--- config.mk ---
export PLATFORM = sky130hd
export DESIGN_NAME = i2c_arb_guard
export DESIGN_NICKNAME = d
export VERILOG_FILES = /design/src/rtl/i2c_arb_guard.sv
export SDC_FILE = /design/constraint.sdc
export NUM_CORES = 1
export LEC_CHECK = 0
export ABC_AREA = 1
export CAP_MARGIN = 20
export CORE_MARGIN = 5
export CORE_UTILIZATION = 35
export DETAILED_ROUTE_END_ITERATION = 8
export PLACE_DENSITY = 0.76
export SYNTH_ARGS = -nofsm -noshare
export SYNTH_HDL_FRONTEND = slang
export SYNTH_SLANG_ARGS = --single-unit
--- constraint.sdc ---
create_clock -name clk -period 0.9 [get_ports clk]
set_input_delay 0.09 -clock clk [delete_from_list [all_inputs] [get_ports clk]]
set_output_delay 0.09 -clock clk [all_outputs]
set_load 0.02 [all_outputs]
--- src/rtl/i2c_arb_guard.sv ---
module i2c_arb_guard (
  input  logic       clk,
  input  logic       rst_n,
  input  logic       busy,
  input  logic [2:0] phase,
  input  logic       drv_sda,
  input  logic       sda_in,
  input  logic       scl_in,
  input  logic       buf_wr,
  input  logic       sw_clr,
  output logic       coll_flag,
  output logic       abort_stb,
  output logic       sda_rel,
  output logic       scl_rel,
  output logic       bf_clr,
  output logic [3:0] cond_clr,
  output logic       bit_rst,
  output logic       stop_irq,
  output logic       tx_block
);
  localparam logic [2:0] PH_IDLE = 3'd0;
  localparam logic [2:0] PH_STA  = 3'd1;
  localparam logic [2:0] PH_RSTA = 3'd2;
  localparam logic [2:0] PH_ADDR = 3'd3;
  localparam logic [2:0] PH_DATA = 3'd4;
  localparam logic [2:0] PH_ACK  = 3'd5;
  localparam logic [2:0] PH_STOP = 3'd6;

  logic scl_q, sda_q, pend, watch;
  logic phase_ok, hit, stop_det, accept;

  assign phase_ok = (phase != PH_IDLE) && (phase <= PH_STOP);
  assign hit      = busy && phase_ok && drv_sda && !sda_in && scl_in && scl_q && !coll_flag;
  assign stop_det = scl_q && scl_in && !sda_q && sda_in;
  assign accept   = buf_wr && !coll_flag && !hit;

  assign sda_rel  = coll_flag;
  assign scl_rel  = coll_flag;
  assign tx_block = coll_flag;

  always_ff @(posedge clk or negedge rst_n) begin
    if (!rst_n) begin
      scl_q     <= 1'b1;
      sda_q     <= 1'b1;
      coll_flag <= 1'b0;
      abort_stb <= 1'b0;
      bf_clr    <= 1'b0;
      cond_clr  <= '0;
      pend      <= 1'b0;
      watch     <= 1'b0;
      bit_rst   <= 1'b0;
      stop_irq  <= 1'b0;
    end else begin
      scl_q     <= scl_in;
      sda_q     <= sda_in;
      abort_stb <= hit;
      bf_clr    <= hit && (phase == PH_ADDR || phase == PH_DATA);
      cond_clr  <= {hit && phase == PH_ACK, hit && phase == PH_STOP,
                    hit && phase == PH_RSTA, hit && phase == PH_STA};
      if (hit)         coll_flag <= 1'b1;
      else if (sw_clr) coll_flag <= 1'b0;
      bit_rst <= pend && accept;
      if (hit)         pend <= 1'b1;
      else if (accept) pend <= 1'b0;
      stop_irq <= watch && stop_det;
      if (hit)           watch <= 1'b1;
      else if (stop_det) watch <= 1'b0;
    end
  end

  assert_detect_R2: assert property (@(posedge clk) disable iff (!rst_n)
    (busy && phase_ok && drv_sda && !sda_in && scl_in && scl_q && !coll_flag) |=> coll_flag);
  assert_no_early_R3: assert property (@(posedge clk) disable iff (!rst_n)
    (!coll_flag && (!scl_q || !drv_sda || !busy)) |=> !abort_stb);
  assert_abort_pulse_R4: assert property (@(posedge clk) disable iff (!rst_n)
    abort_stb |=> !abort_stb);
  assert_bf_with_abort_R5: assert property (@(posedge clk) disable iff (!rst_n)
    bf_clr |-> abort_stb && coll_flag);
  assert_cond_onehot_R6: assert property (@(posedge clk) disable iff (!rst_n)
    $onehot0(cond_clr) && ((|cond_clr) -> abort_stb));
  assert_sticky_R8: assert property (@(posedge clk) disable iff (!rst_n)
    (coll_flag && !sw_clr) |=> coll_flag);
  assert_stop_pulse_R10: assert property (@(posedge clk) disable iff (!rst_n)
    stop_irq |=> !stop_irq);
endmodule

==> summary.json, run 1 <==
{
  "finalSetupViolations": {"value": 15},
  "cts_buffers": {"value": 3},
  "cp.required": {"value": 1110, "unit": "ps"},
  "worst_hold_slack": {"value": 15.3, "unit": "ps"},
  "first_global_vias": {"value": 471},
  "clk_transition_reported_paths": {"value": 80, "unit": "ps"},
  "synth_simple_gate_area_share": {"value": 27.8, "unit": "%"},
  "overall_die_width": {"value": 49.3, "unit": "um"},
  "path_class": {"value": "reg2reg"},
  "floorplan.rows": {"value": 14},
  "clock_path_buffers": {"value": 2},
  "largest_family_of_logic_cells_by_synthesized_area": {"value": "simple AND/OR/NAND/NOR gates"},
  "critical_path.max_stage_delay": {"value": 450, "unit": "ps"},
  "die_h": {"value": 49.3, "unit": "um"},
  "dr.pass1.iters": {"value": 4},
  "synth.distinct_cells": {"value": 12},
  "syn-mean-instance-area": {"value": 9.14, "unit": "sq um"},
  "detailed_route_wl": {"value": 1200, "unit": "um"},
  "layout_area_overhead": {"value": 58.9, "unit": "%"},
  "grt_max_degree": {"value": 8},
  "port_buffers": {"value": 22},
  "clock_sink_count": {"value": 13},
  "grt_first_pass_wirelength": {"value": 1990, "unit": "um"},
  "final.setup.worst_slack": {"value": -113, "unit": "ps"},
  "endpoint_kind": {"value": "flip-flop"},
  "critical_path.startpoint": {"value": "coll_flag"},
  "cp_cell_sequence": {"value": "nor2_4 > nand2_2 > nor2_4 > nand2_2 > nor2_1"},
  "pre_cts_slack": {"value": -327, "unit": "ps"},
  "via_per_inst": {"value": 4.30},
  "drive_above_1_share": {"value": 44.9, "unit": "%"},
  "fin_worst_skew": {"value": 8.37, "unit": "ps"},
  "synth-seq-area-share": {"value": 60.8, "unit": "%"},
  "route.detailed.wl_per_inst": {"value": 11.4, "unit": "um"},
  "hold_class": {"value": "in2async"},
  "synth_commonest_cells": {"value": "17 x sky130_fd_sc_hd__nand2_1, 11 x sky130_fd_sc_hd__dfrtp_1, 8 x sky130_fd_sc_hd__inv_1, 8 x sky130_fd_sc_hd__nor2_1"},
  "synth.area.top_cells": {"value": "sky130_fd_sc_hd__dfrtp_1 51%, sky130_fd_sc_hd__nand2_1 12%, sky130_fd_sc_hd__dfstp_2 9.7%, sky130_fd_sc_hd__inv_1 5.6%, sky130_fd_sc_hd__nor2_1 5.6%"},
  "synth.mux.area_fraction": {"value": 0, "unit": "%"},
  "post-cts-setup-buffer-count": {"value": 0},
  "post_synth_xor_area_fraction": {"value": 1.62, "unit": "%"},
  "grt_setup_unrepaired": {"value": "yes"},
  "drtAntennaViolNets": {"value": 0},
  "clkLatencyLatePin": {"value": 280, "unit": "ps"},
  "synth_top_area_share": {"value": 51.0, "unit": "%"},
  "worst-endpoint-arrival": {"value": 1220, "unit": "ps"},
  "status": {"value": "finished, violations left"},
  "coreArea": {"value": 1490, "unit": "sq um"},
  "grtUsageTotal": {"value": 11.0, "unit": "%"},
  "cell_area_after_technology_mapping": {"value": 539, "unit": "sq um"},
  "ioPinCount": {"value": 23},
  "timing_worst_slew_pin_value": {"value": 213, "unit": "ps"},
  "multiInputGateArea": {"value": 201, "unit": "sq um"},
  "drc_errors": {"value": 0},
  "synth_nets": {"value": 70},
  "design.final.nets": {"value": 101},
  "synth-seq-cells": {"value": 13},
  "number_of_flops_mapped_to_enable_cells_by_yosys": {"value": 0},
  "finalMaxSlewViolations": {"value": 0},
  "post_synthesis_adder_cell_area_fraction": {"value": 0, "unit": "%"},
  "complex_gate_fraction_of_the_synthesized_area": {"value": 0, "unit": "%"},
  "synth_cells": {"value": 59},
  "total_leakage_power": {"value": 0.451, "unit": "nW"},
  "dp_hpwl": {"value": 944, "unit": "um"},
  "floorplan.initialDensity": {"value": 36.2, "unit": "%"},
  "antenna-diode-count": {"value": 0},
  "fin_crit": {"value": 1010, "unit": "ps"},
  "detailedRoute.firstIterationViolations": {"value": 8},
  "violations_in_the_final_reports": {"value": "setup timing"},
  "cts_max_level": {"value": 1},
  "reg2reg_slack": {"value": -110, "unit": "ps"},
  "r2r_start": {"value": "coll_flag"},
  "antenna_found_initial": {"value": 0},
  "min_period_over_period": {"value": 113, "unit": "%"},
  "max-vdd-ir-drop": {"value": 0.000815, "unit": "V"},
  "synth_ff_type": {"value": "sky130_fd_sc_hd__dfrtp_1"},
  "util_after_layout": {"value": 57.6, "unit": "%"},
  "max-slew-margin-rel": {"value": 85.7, "unit": "%"},
  "timing.critical_path.from_type": {"value": "flip-flop"},
  "critical_path.max_fanout": {"value": 6},
  "max_freq": {"value": 0.987, "unit": "GHz"},
  "clockRootBuffer": {"value": "sky130_fd_sc_hd__clkbuf_4"},
  "die_outline_area": {"value": 2430, "unit": "sq um"},
  "vias": {"value": 452},
  "synth_largest_area_cell": {"value": "sky130_fd_sc_hd__dfrtp_1"},
  "grt_remaining_overflow": {"value": 0},
  "synth-warning-count": {"value": 0},
  "cts_tree": {"value": "done"},
  "filler_cell_count": {"value": 138},
  "register_area": {"value": 329, "unit": "sq um"},
  "power.density_cell_area": {"value": 1340, "unit": "nW/um^2"},
  "cap_viol_max_count": {"value": 0},
  "hold_viol": {"value": 0},
  "most_common_cell_in_the_synthesized_netlist": {"value": "sky130_fd_sc_hd__nand2_1"},
  "cp_slowest_cell": {"value": "sky130_fd_sc_hd__dfrtp_2"},
  "synth_async_sr_flop_share": {"value": 100, "unit": "%"},
  "gp_routability_congestion": {"value": 0.732}
}
==> flip-flops by register name, summed over array words and instances (netlist names) <==
signal and flops:
cond_clr 4, abort_stb 1, sda_q 1, bf_clr 1, stop_irq 1, pend 1
coll_flag 1, bit_rst 1, scl_q 1, watch 1
==> routing by layer <==
metal	wire length [um]	global-route usage [%]
met3	80	5.20
met2	610	17.4
met5	0	0
met4	45	8.07
met1	464	11.1
==> timing repair <==
action / 4_1_cts / 5_1_grt
cloned: 0 / 0
pin swaps: 2 / 0
endpoints found under the setup margin: 23 / 21
hold buffers: 0 / 0
resized for setup: 53 / 17
==> final cells by class <==
| type | instances | area share, % |
|---|---|---|
| clock buffer | 4 | 3.07 |
| inverter | 8 | 3.50 |
| multi-input combinational | 35 | 23.5 |
| timing repair buffer | 29 | 29.2 |
| tap | 16 | 2.34 |
| sequential | 13 | 38.4 |
==> where the power goes <==
group	leakage (nW)	internal, mW	switching [mW]
clock	0.0150	0.172	0.180
sequential	0.171	0.607	0.0127
combinational	0.265	0.0914	0.0886
total	0.451	0.870	0.281
==> cells by family (layout without fill, tap and decap cells) <==
| logic type | after synthesis | in the layout |
|---|---|---|
| buf+inv | 11 | 41 |
| simple gates | 34 | 34 |
| flops | 13 | 13 |
| xor+xnor | 1 | 1 |
==> stage by stage <==
stage | total power [mW] | TNS [ps] | cells | area [sq um]
floorplan | 0.694 | -494 | 59 | 548
global placement | 0.799 | -3810 | 101 | 818
detailed placement | 0.803 | -4190 | 101 | 818
CTS | 1.16 | -1280 | 105 | 802
global route | 1.21 | -2070 | 105 | 857
finish | 1.15 | -1160 | 105 | 857
==> final timing paths <==
check,cells past startpoint,to
min in group clk,1,scl_q
min reg2reg,2,pend
max reg2reg,5,cond_clr[3]
max,5,cond_clr[3]
max in group asynchronous,2,coll_flag
min,1,stop_irq
==> cells in the final DEF (no fill, tap or decap) <==
master,n
sky130_fd_sc_hd__buf_4,7
sky130_fd_sc_hd__clkbuf_4,3
sky130_fd_sc_hd__buf_2,6
sky130_fd_sc_hd__clkdlybuf4s50_1,10
sky130_fd_sc_hd__nand2_4,1
sky130_fd_sc_hd__inv_2,1
sky130_fd_sc_hd__nor2_2,2
sky130_fd_sc_hd__nor2_1,6
sky130_fd_sc_hd__nand2_2,5
sky130_fd_sc_hd__nor3_2,1
sky130_fd_sc_hd__nand2_1,12
sky130_fd_sc_hd__nand3_1,2
sky130_fd_sc_hd__buf_6,6
sky130_fd_sc_hd__nand3_2,1
sky130_fd_sc_hd__dfrtp_1,10
sky130_fd_sc_hd__or2_2,1
sky130_fd_sc_hd__xnor2_1,1
sky130_fd_sc_hd__clkbuf_1,1
sky130_fd_sc_hd__nor2_4,3
sky130_fd_sc_hd__dfstp_2,2
sky130_fd_sc_hd__inv_1,7
sky130_fd_sc_hd__dfrtp_2,1
==> critical path: cells and delay by family, from the launching register on <==
| family | cells | cell delay (ps) |
|---|---|---|
| AND/OR/NAND/NOR | 5 | 490 |
| flip-flops | 1 | 450 |
Note: power is estimated with default switching activity, not from simulation.
==> run 2, diff against run 1 <==
- CORE_MARGIN: 5 -> unset
- TNS_END_PERCENT: unset -> 100
==> run 2 against run 1 <==
Net effect: the flow still finishes with violations (setup timing); critical path depth unchanged; clock power is 2% higher; setup slack worse by 3.0 ps; worst hold slack gained 120 ps; final cell count shrank 0.95%; power is 0.77% higher; via count shrank 0.66%; critical endpoint is now watch; sequential cell count unchanged; first-iteration DRC count down 75%.
==> summary.json, run 2 (synthesis results as in run 1) <==
{
  "worstReg2RegEnd": {"value": "watch"},
  "reg2reg_slack": {"value": -120, "unit": "ps"},
  "timing.reg2reg.worst_path_depth": {"value": 5},
  "clock_sink_count": {"value": 13},
  "timing_worst_slew_pin_value": {"value": 161, "unit": "ps"},
  "cp.required": {"value": 1070, "unit": "ps"},
  "floorplan.rows": {"value": 13},
  "overall_die_width": {"value": 41.3, "unit": "um"},
  "floorplan.initialDensity": {"value": 39.5, "unit": "%"},
  "first_global_vias": {"value": 385},
  "filler_cell_count": {"value": 123},
  "drc_errors": {"value": 0},
  "hold_viol": {"value": 0},
  "antenna-diode-count": {"value": 0},
  "status": {"value": "finished, violations left"},
  "critical_path.startpoint": {"value": "scl_q"},
  "die_outline_area": {"value": 1700, "unit": "sq um"},
  "max_freq": {"value": 0.984, "unit": "GHz"},
  "final.setup.worst_slack": {"value": -116, "unit": "ps"},
  "coreArea": {"value": 1370, "unit": "sq um"},
  "die_h": {"value": 41.3, "unit": "um"},
  "grt_first_pass_wirelength": {"value": 1740, "unit": "um"},
  "route.detailed.wl_per_inst": {"value": 10.6, "unit": "um"},
  "post-layout-total-power": {"value": 1.16, "unit": "mW"},
  "final_area": {"value": 867, "unit": "sq um"},
  "grt_setup_unrepaired": {"value": "yes"},
  "cts_buffers": {"value": 3},
  "ioPinCount": {"value": 23},
  "post_cts_hold_buffer_count": {"value": 0},
  "clk_transition_reported_paths": {"value": 80, "unit": "ps"},
  "timing.critical_path.from_type": {"value": "flip-flop"},
  "violations_in_the_final_reports": {"value": "setup timing"},
  "worst-endpoint-arrival": {"value": 1190, "unit": "ps"},
  "clkLatencyLatePin": {"value": 280, "unit": "ps"},
  "max_flop_register": {"value": "cond_clr"},
  "grtUsageMet3": {"value": 6.52, "unit": "%"},
  "post_dp_cell_area": {"value": 830, "unit": "sq um"},
  "min_period_over_period": {"value": 113, "unit": "%"},
  "grt_remaining_overflow": {"value": 0},
  "port_buffers": {"value": 22},
  "cts_max_level": {"value": 1},
  "fin_worst_skew": {"value": 3.18, "unit": "ps"},
  "antenna_found_initial": {"value": 0},
  "post-cts-setup-buffer-count": {"value": 0},
  "layout.cells.most_common_list": {"value": "16 x sky130_fd_sc_hd__nand2_1, 10 x sky130_fd_sc_hd__dfrtp_1, 10 x sky130_fd_sc_hd__clkdlybuf4s50_1, 9 x sky130_fd_sc_hd__buf_6"},
  "hold_class": {"value": "in2async"},
  "detailed_route_wl": {"value": 1100, "unit": "um"},
  "post_layout_nonfiller_instances": {"value": 104},
  "vias": {"value": 449},
  "clock_path_buffers": {"value": 2},
  "finalSetupViolations": {"value": 15},
  "drive_above_1_share": {"value": 39.3, "unit": "%"},
  "endpoint_kind": {"value": "flip-flop"},
  "cts_tree": {"value": "done"},
  "grt_max_degree": {"value": 14},
  "placed_cells_incl_taps": {"value": 100},
  "grt.met2_usage": {"value": 23.8, "unit": "%"},
  "top_usage_layer": {"value": "met2"},
  "design.final.nets": {"value": 101},
  "grtUsageTotal": {"value": 17.2, "unit": "%"},
  "layout_area_overhead": {"value": 60.8, "unit": "%"},
  "clockRootBuffer": {"value": "sky130_fd_sc_hd__clkbuf_4"},
  "power.density_cell_area": {"value": 1340, "unit": "nW/um^2"},
  "detailedRoute.firstIterationViolations": {"value": 2},
  "pre_cts_slack": {"value": -263, "unit": "ps"},
  "fin_crit": {"value": 1020, "unit": "ps"},
  "cap_viol_max_count": {"value": 0},
  "dr.pass1.iters": {"value": 2},
  "largest_reg_flops": {"value": 4},
  "gp_routability_congestion": {"value": 0.797},
  "drtAntennaViolNets": {"value": 0},
  "multiInputGateArea": {"value": 179, "unit": "sq um"},
  "max-vdd-ir-drop": {"value": 0.000630, "unit": "V"},
  "critical_path.max_fanout": {"value": 3},
  "layout_commonest_cell": {"value": "sky130_fd_sc_hd__nand2_1"},
  "register_area": {"value": 329, "unit": "sq um"},
  "r2r_start": {"value": "scl_q"},
  "finalMaxSlewViolations": {"value": 0},
  "met1_usage": {"value": 21.8, "unit": "%"},
  "dp_hpwl": {"value": 899, "unit": "um"},
  "total_leakage_power": {"value": 0.454, "unit": "nW"},
  "max-slew-margin-rel": {"value": 89.2, "unit": "%"},
  "path_class": {"value": "reg2reg"},
  "via_per_inst": {"value": 4.32},
  "worst_hold_slack": {"value": 136, "unit": "ps"},
  "crit_end": {"value": "watch"}
}
==> run 2: cell counts in the layout (fill, tap and decap cells not counted) <==
No cell type changed its count.
==> run 2: metrics by stage <==
step                      util (%)  TNS [ps]
after floorplan                  -      -494
after global placement        60.7     -3710
after detailed placement      60.7     -3980
after CTS                     60.2     -1410
after global routing          63.5     -2160
final                         63.5     -1190
==> run 2: power breakdown <==
part	switching (mW)	internal [mW]	leakage, nW
registers	0.0114	0.606	0.171
logic	0.0847	0.0990	0.268
clock network	0.187	0.172	0.0150
total	0.283	0.877	0.454
==> run 2: worst min path at each step <==
stage | from | endpoint | slack [ps]
3_3_place_gp | rst_n | cond_clr[2] | 430
4_1_cts | rst_n | stop_irq | 130
6_report | rst_n | stop_irq | 140
3_5_place_dp | rst_n | bf_clr | 430
5_1_grt | rst_n | watch | 120
2_1_floorplan | rst_n | abort_stb | -210
==> run 2: final cells by class <==
type	instances	share of cell area, %
multi-input combinational	35	20.6
timing repair buffer	29	32.8
sequential	13	38.0
tap	15	2.16
inverter	8	3.46
clock buffer	4	3.03
==> run 2: timing repair <==
item | CTS | global route
gates resized for setup | 56 | 14
endpoints found under the setup margin | 23 | 23
pin swaps | 1 | 0
==> run 2: critical path, cell delays in order (launching register included) <==
cell                      delay, ps
sky130_fd_sc_hd__dfstp_2        550
sky130_fd_sc_hd__nand2_4         60
sky130_fd_sc_hd__nor2_1          90
sky130_fd_sc_hd__nand2_1         90
sky130_fd_sc_hd__nand2_1         80
sky130_fd_sc_hd__nand2_1         50
==> run 2: metal layers <==
| layer | vias to the layer above | share of wire [%] |
|---|---|---|
| met1 | 200 | 43 |
| met5 | - | 0 |
| li1 | 231 | - |
| met4 | 0 | 3.5 |
| met2 | 13 | 48 |
| met3 | 5 | 5.4 |
